==> src/rtl/tw_pkg.sv <==
package tw_pkg;

    typedef enum logic [1:0] {
        MODE_OFF     = 2'b00,
        MODE_OFF_ALT = 2'b01,
        MODE_TW      = 2'b10,
        MODE_TW_HOLD = 2'b11
    } tw_mode_e;

    // control word: bit4 dir, bits3:2 mode, bit1 ovf_ie, bit0 start_ie
    typedef struct packed {
        logic     sda_dir;
        tw_mode_e mode;
        logic     ovf_ie;
        logic     start_ie;
    } tw_ctrl_t;

    localparam int CTRL_W = 5;

    // flag nibble placed above the counter in the status word
    typedef struct packed {
        logic start;
        logic ovf;
        logic stop;
        logic coll;
    } tw_flags_t;

    localparam int FLAG_W = 4;

    typedef struct packed {
        logic scl_lvl;
        logic sda_lvl;
        logic scl_rise;
        logic scl_fall;
        logic start;
        logic stop;
    } tw_line_ev_t;

    typedef struct packed {
        tw_ctrl_t  ctrl;
        tw_flags_t flags;
        logic      hold;
    } tw_top_state_t;

endpackage

==> src/rtl/tw_sync.sv <==
module tw_sync #(
    parameter int   W       = 2,
    parameter int   STAGES  = 2,
    parameter logic RST_VAL = 1'b1
) (
    input  logic         clk,
    input  logic         rst_n,
    input  logic [W-1:0] din,
    output logic [W-1:0] dout
);

    logic [STAGES-1:0][W-1:0] stage_d, stage_q;

    always_comb begin
        stage_d[0] = din;
        for (int k = 1; k < STAGES; k++) begin
            stage_d[k] = stage_q[k-1];
        end
    end

    always_ff @(posedge clk or negedge rst_n) begin
        if (!rst_n) begin
            stage_q <= {(STAGES*W){RST_VAL}};
        end else begin
            stage_q <= stage_d;
        end
    end

    assign dout = stage_q[STAGES-1];

endmodule

==> src/rtl/tw_linemon.sv <==
module tw_linemon
    import tw_pkg::*;
(
    input  logic        clk,
    input  logic        rst_n,
    input  logic        scl_s,
    input  logic        sda_s,
    output tw_line_ev_t ev
);

    logic scl_d, scl_q, sda_d, sda_q;

    always_comb begin
        scl_d       = scl_s;
        sda_d       = sda_s;
        ev.scl_lvl  = scl_s;
        ev.sda_lvl  = sda_s;
        ev.scl_rise = scl_s & ~scl_q;
        ev.scl_fall = ~scl_s & scl_q;
        // data line moves while the clock stays high on both samples
        ev.start    = scl_s & scl_q & sda_q & ~sda_s;
        ev.stop     = scl_s & scl_q & ~sda_q & sda_s;
    end

    always_ff @(posedge clk or negedge rst_n) begin
        if (!rst_n) begin
            scl_q <= 1'b1;
            sda_q <= 1'b1;
        end else begin
            scl_q <= scl_d;
            sda_q <= sda_d;
        end
    end

endmodule

==> src/rtl/tw_edgecount.sv <==
module tw_edgecount #(
    parameter int CNT_W = 4
) (
    input  logic             clk,
    input  logic             rst_n,
    input  logic             en,
    input  logic             edge_ev,
    input  logic             restart,
    input  logic             load,
    input  logic [CNT_W-1:0] preset,
    output logic [CNT_W-1:0] cnt_q,
    output logic             wrap
);

    localparam logic [CNT_W-1:0] CNT_MAX = '1;

    logic [CNT_W-1:0] cnt_d;

    always_comb begin
        cnt_d = cnt_q;
        wrap  = 1'b0;
        if (load) begin
            cnt_d = preset;
        end else if (en && restart) begin
            cnt_d = '0;
        end else if (en && edge_ev) begin
            cnt_d = cnt_q + 1'b1;
            wrap  = (cnt_q == CNT_MAX);
        end
    end

    always_ff @(posedge clk or negedge rst_n) begin
        if (!rst_n) begin
            cnt_q <= '0;
        end else begin
            cnt_q <= cnt_d;
        end
    end

endmodule

==> src/rtl/tw_shiftreg.sv <==
module tw_shiftreg #(
    parameter int DATA_W = 8
) (
    input  logic              clk,
    input  logic              rst_n,
    input  logic              en,
    input  logic              scl_lvl,
    input  logic              scl_rise,
    input  logic              sda_lvl,
    input  logic              sda_dir,
    input  logic              wr,
    input  logic [DATA_W-1:0] wdata,
    output logic [DATA_W-1:0] data_q,
    output logic              pull_low,
    output logic              collide
);

    typedef struct packed {
        logic [DATA_W-1:0] data;
        logic              out_bit;
    } sr_state_t;

    sr_state_t st_d, st_q;

    always_comb begin
        st_d = st_q;
        if (wr) begin
            st_d.data = wdata;
        end else if (en && scl_rise) begin
            st_d.data = {st_q.data[DATA_W-2:0], sda_lvl};
        end
        // output copy is transparent only in the clock low phase
        if (!scl_lvl) begin
            st_d.out_bit = st_q.data[DATA_W-1];
        end
        collide  = en & scl_rise & sda_dir & st_q.out_bit & ~sda_lvl;
        pull_low = en & sda_dir & ~st_q.out_bit;
    end

    always_ff @(posedge clk or negedge rst_n) begin
        if (!rst_n) begin
            st_q.data    <= '0;
            st_q.out_bit <= 1'b1;
        end else begin
            st_q <= st_d;
        end
    end

    assign data_q = st_q.data;

endmodule

==> src/rtl/tw_serial_unit.sv <==
module tw_serial_unit
    import tw_pkg::*;
#(
    parameter  int DATA_W  = 8,
    parameter  int CNT_W   = 4,
    parameter  int SYNC_N  = 2,
    localparam int STAT_W  = CNT_W + FLAG_W,
    localparam int WD_W    = (DATA_W > STAT_W) ? DATA_W : STAT_W
) (
    input  logic              clk,
    input  logic              rst_n,
    input  logic              scl_i,
    input  logic              sda_i,
    input  logic              ctrl_we,
    input  logic              stat_we,
    input  logic              data_we,
    input  logic [WD_W-1:0]   wdata,
    output logic              scl_pull,
    output logic              sda_pull,
    output logic [DATA_W-1:0] rd_data,
    output logic [STAT_W-1:0] rd_stat,
    output logic              irq_start,
    output logic              irq_ovf
);

    logic [1:0]       line_s;
    tw_line_ev_t      ev;
    logic [CNT_W-1:0] cnt_q;
    logic             wrap;
    logic             collide;
    logic             en;
    tw_flags_t        clr;
    tw_top_state_t    st_d, st_q;

    tw_sync #(.W(2), .STAGES(SYNC_N), .RST_VAL(1'b1)) u_sync (
        .clk  (clk),
        .rst_n(rst_n),
        .din  ({scl_i, sda_i}),
        .dout (line_s)
    );

    tw_linemon u_mon (
        .clk  (clk),
        .rst_n(rst_n),
        .scl_s(line_s[1]),
        .sda_s(line_s[0]),
        .ev   (ev)
    );

    tw_edgecount #(.CNT_W(CNT_W)) u_cnt (
        .clk    (clk),
        .rst_n  (rst_n),
        .en     (en),
        .edge_ev(ev.scl_rise | ev.scl_fall),
        .restart(ev.start),
        .load   (stat_we),
        .preset (wdata[CNT_W-1:0]),
        .cnt_q  (cnt_q),
        .wrap   (wrap)
    );

    tw_shiftreg #(.DATA_W(DATA_W)) u_sr (
        .clk     (clk),
        .rst_n   (rst_n),
        .en      (en),
        .scl_lvl (ev.scl_lvl),
        .scl_rise(ev.scl_rise),
        .sda_lvl (ev.sda_lvl),
        .sda_dir (st_q.ctrl.sda_dir),
        .wr      (data_we),
        .wdata   (wdata[DATA_W-1:0]),
        .data_q  (rd_data),
        .pull_low(sda_pull),
        .collide (collide)
    );

    assign en = (st_q.ctrl.mode == MODE_TW) || (st_q.ctrl.mode == MODE_TW_HOLD);

    always_comb begin
        st_d = st_q;
        if (ctrl_we) begin
            st_d.ctrl = tw_ctrl_t'(wdata[CTRL_W-1:0]);
        end
        clr = stat_we ? tw_flags_t'(wdata[STAT_W-1 -: FLAG_W]) : '0;
        st_d.flags = tw_flags_t'(st_q.flags & ~clr);
        // events win over a simultaneous software clear
        if (en && ev.start) st_d.flags.start = 1'b1;
        if (en && ev.stop)  st_d.flags.stop  = 1'b1;
        if (wrap)           st_d.flags.ovf   = 1'b1;
        if (collide)        st_d.flags.coll  = 1'b1;
        st_d.hold = en && !ev.scl_lvl &&
                    (st_d.flags.start ||
                     ((st_q.ctrl.mode == MODE_TW_HOLD) && st_d.flags.ovf));
    end

    always_ff @(posedge clk or negedge rst_n) begin
        if (!rst_n) begin
            st_q <= '0;
        end else begin
            st_q <= st_d;
        end
    end

    assign scl_pull  = st_q.hold;
    assign rd_stat   = {st_q.flags, cnt_q};
    assign irq_start = st_q.flags.start & st_q.ctrl.start_ie;
    assign irq_ovf   = st_q.flags.ovf & st_q.ctrl.ovf_ie;

endmodule

==> config.mk <==
export PLATFORM = sky130hd
export DESIGN_NAME = tw_serial_unit
export DESIGN_NICKNAME = d
export VERILOG_FILES = /design/src/rtl/tw_pkg.sv /design/src/rtl/tw_sync.sv /design/src/rtl/tw_linemon.sv /design/src/rtl/tw_edgecount.sv /design/src/rtl/tw_shiftreg.sv /design/src/rtl/tw_serial_unit.sv
export SDC_FILE = /design/constraint.sdc
export NUM_CORES = 1
export LEC_CHECK = 0
export BUFFER_PORTS_ARGS = -buffer_cell sky130_fd_sc_hd__buf_2
export CORE_ASPECT_RATIO = 2
export CORE_MARGIN = 1.5
export CORE_UTILIZATION = 47
export CTS_BUF_LIST = sky130_fd_sc_hd__clkbuf_8
export CTS_CLUSTER_DIAMETER = 120
export DETAILED_ROUTE_END_ITERATION = 12
export GPL_TIMING_DRIVEN = 0
export PLACE_DENSITY = 0.72
export SYNTH_ARGS = -nofsm -noshare
export SYNTH_HDL_FRONTEND = slang
export SYNTH_SLANG_ARGS = --single-unit
export TNS_END_PERCENT = 20
==> constraint.sdc <==
create_clock -name clk -period 2.1 [get_ports clk]
set_input_delay 0.42 -clock clk [delete_from_list [all_inputs] [get_ports clk]]
set_output_delay 0.42 -clock clk [all_outputs]
set_load 0.05 [all_outputs]
Word level (Yosys, flattened, before mapping):

Index checks and enable logic that the tools add are counted.

* bits in registers: 29
* latch bits: 0
* memory bits (writable): 0
* bits in read-only memories: 0
* output and inout bits: 20
* memories kept: 0

* $add $sub $neg: 1
* multipliers: 0
* div/mod/pow operators: 0
* order comparisons: 0
* eq/ne operators: 3
* shift-type cells: 0
* mux-type cells: 13
* bitwise gates (word level): 23
* reductions and logical operators: 12

Operators by type and width (number)
* $mux W4: 4
* $mux W8: 2
* $and A1 B1 Y1: 15
* $logic_and A1 B1 Y1: 7
* $mux W1: 7
* $not A1 Y1: 5
* $add A4 B1 Y4 const B: 1
* $and A4 B4 Y4: 1
* $eq A2 B2 Y1 const B: 2
* $eq A4 B4 Y1 const B: 1
* $not A4 Y4: 1
* $reduce_bool A3 Y1: 1
* $logic_or A1 B1 Y1: 2
* $reduce_bool A2 Y1: 1
* $logic_not A1 Y1: 1
* $or A1 B1 Y1: 1

Longest topological paths before layout:

Gate-level depths: netlist (run 1).

* depth after elaboration: 11
* mapped depth: 6

Cells and area by module:

A second synthesis (run 1) with hierarchy kept.

* cell total of the unflattened synthesis: 135
* area, all modules: 1510.2 sq um

Modules (own cells, without submodules)
* tw_shiftreg: times used 1, cells an instance 61, area each 621.8 sq um, sequential area each 226.5 sq um
* tw_serial_unit: times used 1, cells an instance 34, area each 427.9 sq um, sequential area each 250.2 sq um
* tw_edgecount: times used 1, cells an instance 28, area each 252.7 sq um, sequential area each 100.1 sq um
* tw_sync: times used 1, cells an instance 4, area each 105.1 sq um, sequential area each 105.1 sq um
* tw_linemon: times used 1, cells an instance 8, area each 102.6 sq um, sequential area each 52.6 sq um

Least setup slack after synthesis (run 1):

Ideal clock, no wire load.

* kind: flip-flop to flip-flop
* start point: register u_mon.scl_q
* end point: register st_q (netlist bit scl_pull)
* library setup time: 0.077 ns
* arrival: 1.575 ns
* required time: 2.023 ns
* setup slack: 0.448 ns
* cell stages (with the launch flop): 6
* buffers on the path: 0
* clock period less this slack: 1.652 ns
* cells stage by stage: dfstp_2 -> inv_1 -> ha_1 -> nand3b_1 -> or4_1 -> a21oi_1

RTL lines
* start, declared: RTL line tw_linemon.sv:11 `logic scl_d, scl_q, sda_d, sda_q;`
* start signal, assigned: RTL line tw_linemon.sv:30 `scl_q <= scl_d;`
* end signal, assigned: RTL line tw_serial_unit.sv:100 `st_q <= st_d;`
* end, declared: RTL line tw_serial_unit.sv:33 `tw_top_state_t st_d, st_q;`

==> results of run 1 <==
==> logic make-up (layout without fill, tap and decap cells) <==
| group | count (synthesis) | after routing | share of synthesized area |
|---|---|---|---|
| xor gates and xnor gates | 1 | 1 | 0.00621 |
| muxes | 14 | 14 | 0.105 |
| and+or+nand+nor | 33 | 33 | 0.122 |
| AOI/OAI and AO/OA | 24 | 24 | 0.118 |
| adders and majority gates | 3 | 3 | 0.0266 |
| buffers and inverters | 22 | 63 | 0.101 |
| DFF | 29 | 29 | 0.521 |
==> placed cells by master (no fill, tap or decap), types with 2 or more instances in the layout <==
cell type,Yosys,final
clkbuf_8,0,6
dfstp_2,7,7
clkbuf_1,3,3
nor2_1,2,2
and4b_1,2,2
a21oi_1,2,2
a22o_1,2,2
a21o_1,3,3
inv_1,4,6
dfrtp_1,22,22
mux2i_1,8,8
mux2_2,6,6
o21ai_0,8,8
and2_1,3,3
buf_6,2,2
ha_1,3,3
buf_2,0,33
nand2_1,17,17
buf_4,12,12
==> per-layer routing <==
| metal | vias to the layer above | wire (µm) |
|---|---|---|
| met1 | 505 | 1090 |
| li1 | 505 | - |
| met4 | 0 | 54 |
| met5 | - | 0 |
| met2 | 25 | 1600 |
| met3 | 4 | 107 |
==> flip-flops by register name (all words and copies together), names as in the netlist, 2 cells and up <==
signal / flops
rd_stat: 4
u_sr.data_q: 8
st_q: 5
u_sync.dout: 2
u_sync.stage_d: 2
u_cnt.cnt_q: 4
==> power groups by stage <==
stage | registers (mW) | clock network, mW | logic (mW)
6_report | 0.660 | 0.454 | 0.346
5_1_grt | 0.669 | 0.491 | 0.374
4_1_cts | 0.660 | 0.471 | 0.350
3_5_place_dp | 0.670 | 0 | 0.349
3_3_place_gp | 0.666 | 0 | 0.342
2_1_floorplan | 0.700 | 0 | 0.223
==> area by class of cell <==
cell class / count / area share
Timing Repair Buffer: 33 / 0.0970
Tap cell: 30 / 0.0220
Inverter: 4 / 0.00882
Multi-Input combinational cell: 75 / 0.313
Clock buffer: 6 / 0.0485
Clock inverter: 2 / 0.00441
Buffer: 18 / 0.0749
Sequential cell: 29 / 0.431
==> path summary, 6_finish.rpt <==
kind,end,slack (ns),cells past startpoint
min,u_sr.data_q[6],0.16,1
max reg2reg,scl_pull,0.37,5
max,scl_pull,0.37,5
min reg2reg,u_sync.dout[0],0.35,0
max in group asynchronous,st_q[6],1.52,1
min in group clk,u_sync.stage_d[2],0.24,1
==> critical path: cells and delay by family, from the launching register on <==
kind | cells | cell delay, ns
fa+ha+maj | 1 | 0.29
compound gates | 1 | 0.14
buf+inv | 1 | 0.04
flops | 1 | 0.53
simple gates | 2 | 0.65
==> through the flow <==
step	cells	hold WS (ns)	area [µm²]	util
final	197	0.164	1700	0.586
after global routing	197	0.209	1700	0.586
after floorplan	126	0.124	1410	-
after CTS	197	0.185	1700	0.586
after detailed placement	189	0.347	1610	0.555
after global placement	189	0.346	1610	0.555
==> impl_metrics.env, run 1 <==
export IMPL_outcome="finished clean"
export IMPL_ys_flop_type="dfrtp_1"
export IMPL_cts_buffers=5
export IMPL_vias_per_cell=5.27
export IMPL_syn_nets=144
export IMPL_synthMostInstantiatedCell="dfrtp_1"
export IMPL_cts_clk_slew_worst_paths_ns=0.06
export IMPL_grt_busiest_layer="met2"
export IMPL_rows=28
export IMPL_clockBufferDepth=2
export IMPL_tns_ns=0
export IMPL_pwr_share_seq=0.452
export IMPL_dieHeight_um=80.5
export IMPL_synthesis_area_um2=1410
export IMPL_synthTopCellsByCount="22 x dfrtp_1, 17 x nand2_1, 12 x buf_4, 8 x mux2i_1, 8 x o21ai_0"
export IMPL_synth_area_per_cell_um2=11.2
export IMPL_cts_htree_levels=2
export IMPL_worst_path_largest_cell_delay_ns=0.53
export IMPL_fmaxAchievable_mhz=579
export IMPL_fin_crit_sh=0.822
export IMPL_p_switching_uw=465
export IMPL_cellLeakagePower_nw=0.922
export IMPL_drv_slew=0
export IMPL_cts_hold_buf=0
export IMPL_slowest_stage="dfstp_2"
export IMPL_worstSetupPathType="reg -> reg"
export IMPL_syn_to_final_growth_pct=20.8
export IMPL_grt_pass1_wl_um=4970
export IMPL_route_vias_total=1039
export IMPL_dieArea_um2=3360
export IMPL_routedWlPerCell_um=14.5
export IMPL_syn_instance_count=126
export IMPL_hold_violations=0
export IMPL_start_util=0.485
export IMPL_cts_root_buf="clkbuf_8"
export IMPL_hold_class="in -> async"
export IMPL_yosysSeqAreaShare=0.521
export IMPL_relSlewSlack=0.577
export IMPL_cts_tree="built"
export IMPL_grtUsageMet2=0.356
export IMPL_cts_resized_gates=0
export IMPL_core_um2=2910
export IMPL_cts_sinks=29
export IMPL_finalCriticalPeriod_ns=1.73
export IMPL_ant_nets=0
export IMPL_grt_usage=0.199
export IMPL_dr_pass1_iters=4
export IMPL_clk_latency_ns=0.27
export IMPL_startpoint="u_mon.scl_q"
export IMPL_rsz0062_at_grt="no"
export IMPL_clkPwrFrac=0.311
export IMPL_fin_nets=184
export IMPL_p_comb_frac=0.237
export IMPL_setup_viol_count_final=0
export IMPL_synth_top_cell_by_area="dfrtp_1"
export IMPL_ys_warn_count=0
export IMPL_dp_slack_ns=0.385
export IMPL_clock_skew_final_ns=0.00605
export IMPL_fp_dieW_um=41.7
export IMPL_async_reset_ff_frac=1.00
export IMPL_worstSetupStartpointType="register"
export IMPL_maxCapViolations=0
export IMPL_path_cells="inv_1 -> ha_1 -> nand3b_1 -> or4_1 -> a21oi_1"
export IMPL_worstPathMaxFanout=2
export IMPL_drt_iter0_markers=15
export IMPL_power_total_mw=1.46
export IMPL_drive_gt1_frac=0.395
export IMPL_synth_edf_count=0
export IMPL_reg2reg_from="u_mon.scl_q"
export IMPL_grt_max_degree=30
export IMPL_dp_hpwl_um=2140
export IMPL_port_buffers=33
export IMPL_grt_ovfl_total=0
export IMPL_place_congestion=0.796
export IMPL_antenna_found_initial=0
export IMPL_seqCellArea_um2=734
export IMPL_worstPathRequired_ns=2.30
export IMPL_grt_pass1_vias=1080
export IMPL_grt_use_met1=0.213
export IMPL_p_sw_frac=0.318
export IMPL_arrival_ns=1.93
export IMPL_ir_drop_mv=0.542
export IMPL_io_pins=35
export IMPL_ys_seq_elements=29
export IMPL_use_met3=0.0427
export IMPL_synth_top_area_frac=0.390
export IMPL_power_density_nw_per_um2=858
export IMPL_multi_input_area_um2=533
export IMPL_p_int_uw=995
export IMPL_antennaDiodeCount=0
export IMPL_worst_slack_ns=0.373
export IMPL_fillerInstances=283
export IMPL_synthTopCellsByArea="dfrtp_1 39%, dfstp_2 13%, buf_4 6.4%, mux2i_1 5.7%, mux2_2 4.8%"
export IMPL_post_cts_setup_buffers=0
export IMPL_yosysUniqueCellTypes=37
export IMPL_cp_end_kind="register"
export IMPL_wl_um=2860
export IMPL_worst_pin_slew_ns=0.635
export IMPL_route_detailed_drc=0
Note: power is estimated with default switching activity, not from simulation.
==> run 2: changes to the inputs <==
clock period = 1.59 ns   (was 2.1 ns; I/O delays follow)
==> impl_metrics.env, run 2 (synthesized netlist as in run 1, its figures left out) <==
export IMPL_hold_violations=0
export IMPL_largest_reg_flops=8
export IMPL_vias_per_cell=5.34
export IMPL_cts_htree_levels=2
export IMPL_failed_checks="setup timing"
export IMPL_fp_dieW_um=41.7
export IMPL_drt_iter0_markers=11
export IMPL_setup_viol_count_final=1
export IMPL_route_vias_total=1078
export IMPL_drive_gt1_frac=0.453
export IMPL_worst_slack_ns=-0.00757
export IMPL_cp_end_kind="register"
export IMPL_reg2reg_depth=5
export IMPL_dp_slack_ns=-0.125
export IMPL_syn_to_final_growth_pct=25.4
export IMPL_dr_pass1_iters=4
export IMPL_grt_ovfl_total=0
export IMPL_antenna_found_initial=0
export IMPL_port_buffers=33
export IMPL_fillerInstances=269
export IMPL_ir_drop_mv=0.717
export IMPL_routedWlPerCell_um=14.8
export IMPL_final_cell_count_no_fill=202
export IMPL_grt_pass1_vias=1090
export IMPL_cellLeakagePower_nw=0.950
export IMPL_dieHeight_um=80.5
export IMPL_dp_hpwl_um=2140
export IMPL_rows=28
export IMPL_clkPwrFrac=0.310
export IMPL_power_density_nw_per_um2=1100
export IMPL_grt_max_degree=30
export IMPL_dp_cells=189
export IMPL_io_pins=35
export IMPL_cts_tree="built"
export IMPL_ant_nets=0
export IMPL_outcome="finished, violations left"
export IMPL_fin_nets=189
export IMPL_worstSetupStartpointType="register"
export IMPL_cts_hold_buf=0
export IMPL_dieArea_um2=3360
export IMPL_relSlewSlack=0.572
export IMPL_cts_sinks=29
export IMPL_start_util=0.485
export IMPL_final_cell_mix="33 x buf_2, 22 x dfrtp_1, 18 x buf_4"
export IMPL_pwr_share_seq=0.447
export IMPL_place_congestion=0.796
export IMPL_hold_class="in -> async"
export IMPL_p_switching_uw=626
export IMPL_cts_buffers=5
export IMPL_cts_clk_slew_worst_paths_ns=0.06
export IMPL_route_detailed_drc=0
export IMPL_worst_pin_slew_ns=0.642
export IMPL_grt_usage=0.207
export IMPL_maxCapViolations=0
export IMPL_finish_instance_area_um2=1770
export IMPL_whs_ns=0.0621
export IMPL_p_sw_frac=0.321
export IMPL_rsz0062_at_grt="yes"
export IMPL_clk_latency_ns=0.28
export IMPL_p_comb_frac=0.243
export IMPL_clockBufferDepth=2
export IMPL_arrival_ns=1.81
export IMPL_fin_crit_sh=1.00
export IMPL_worstPathRequired_ns=1.80
export IMPL_seqCellArea_um2=734
export IMPL_placed_area_um2=1610
export IMPL_antennaDiodeCount=0
export IMPL_wl_um=3000
export IMPL_core_um2=2910
export IMPL_multi_input_area_um2=557
export IMPL_fmaxAchievable_mhz=626
export IMPL_drv_slew=0
export IMPL_grt_pass1_wl_um=5150
export IMPL_cts_root_buf="clkbuf_8"
export IMPL_layout_cells_most_common="buf_2"
export IMPL_p_int_mw=1.32
export IMPL_finalCriticalPeriod_ns=1.60
export IMPL_post_route_util=0.608
export IMPL_clock_skew_final_ns=0.00684
export IMPL_worstSetupPathType="reg -> reg"
export IMPL_worstPathMaxFanout=6
==> run 2: changes by cell type in the layout (fill, tap and decap cells not counted), sizes merged <==
cell / delta
buf: +6
clkbuf: -1
==> run 2: final cells by class <==
| type | instances | area share |
|---|---|---|
| buffer | 17 | 0.0701 |
| tap | 30 | 0.0212 |
| multi-input combinational | 75 | 0.315 |
| clock inverter | 2 | 0.00425 |
| timing repair buffer | 39 | 0.119 |
| clock buffer | 6 | 0.0467 |
| inverter | 4 | 0.00849 |
| sequential | 29 | 0.415 |
==> run 2: per-stage QoR <==
step                 TNS, ns  total power, mW
floorplan            -0.0734             1.22
CTS                 -0.00449             1.97
global placement      -0.338             1.33
detailed placement    -0.405             1.34
global route          -0.274             2.04
finish              -0.00757             1.95
==> run 2: layer usage <==
metal,GRT usage,wire length (µm)
met1,0.227,1140
met2,0.367,1660
met3,0.0427,134
met4,0.106,61
met5,0,0
==> run 2: final timing paths <==
kind / from / end / slack [ns]
setup reg to reg: u_sync.dout[1] / scl_pull / -0.008
hold reg to reg: u_sync.stage_d[2] / u_sync.dout[0] / 0.35
hold / removal: rst_n / u_sr.data_q[6] / 0.06
min in group clk: sda_i / u_sync.stage_d[2] / 0.14
max in group asynchronous: rst_n / u_cnt.cnt_q[3] / 1.11
setup / recovery: u_sync.dout[1] / scl_pull / -0.008
==> run 2: power groups by stage <==
| stage | Sequential, mW | Clock [mW] | Combinational (mW) |
|---|---|---|---|
| after floorplan | 0.925 | 0 | 0.295 |
| after global placement | 0.879 | 0 | 0.452 |
| after detailed placement | 0.884 | 0 | 0.461 |
| after CTS | 0.870 | 0.622 | 0.476 |
| after global routing | 0.882 | 0.648 | 0.513 |
| final | 0.872 | 0.604 | 0.475 |
==> run 2: critical path, cell delays in order, from the launching register on <==
cell and delay, ns:
dfstp_2 0.39, ha_2 0.17, and4b_1 0.18, buf_6 0.13, or4_1 0.51, a21oi_2 0.14
==> run 2: repair_timing <==
action	CTS	global route
resized for setup	4	2
pin swaps	3	0
buffers inserted	6	0
cloned	0	0
setup endpoints to repair	6	13
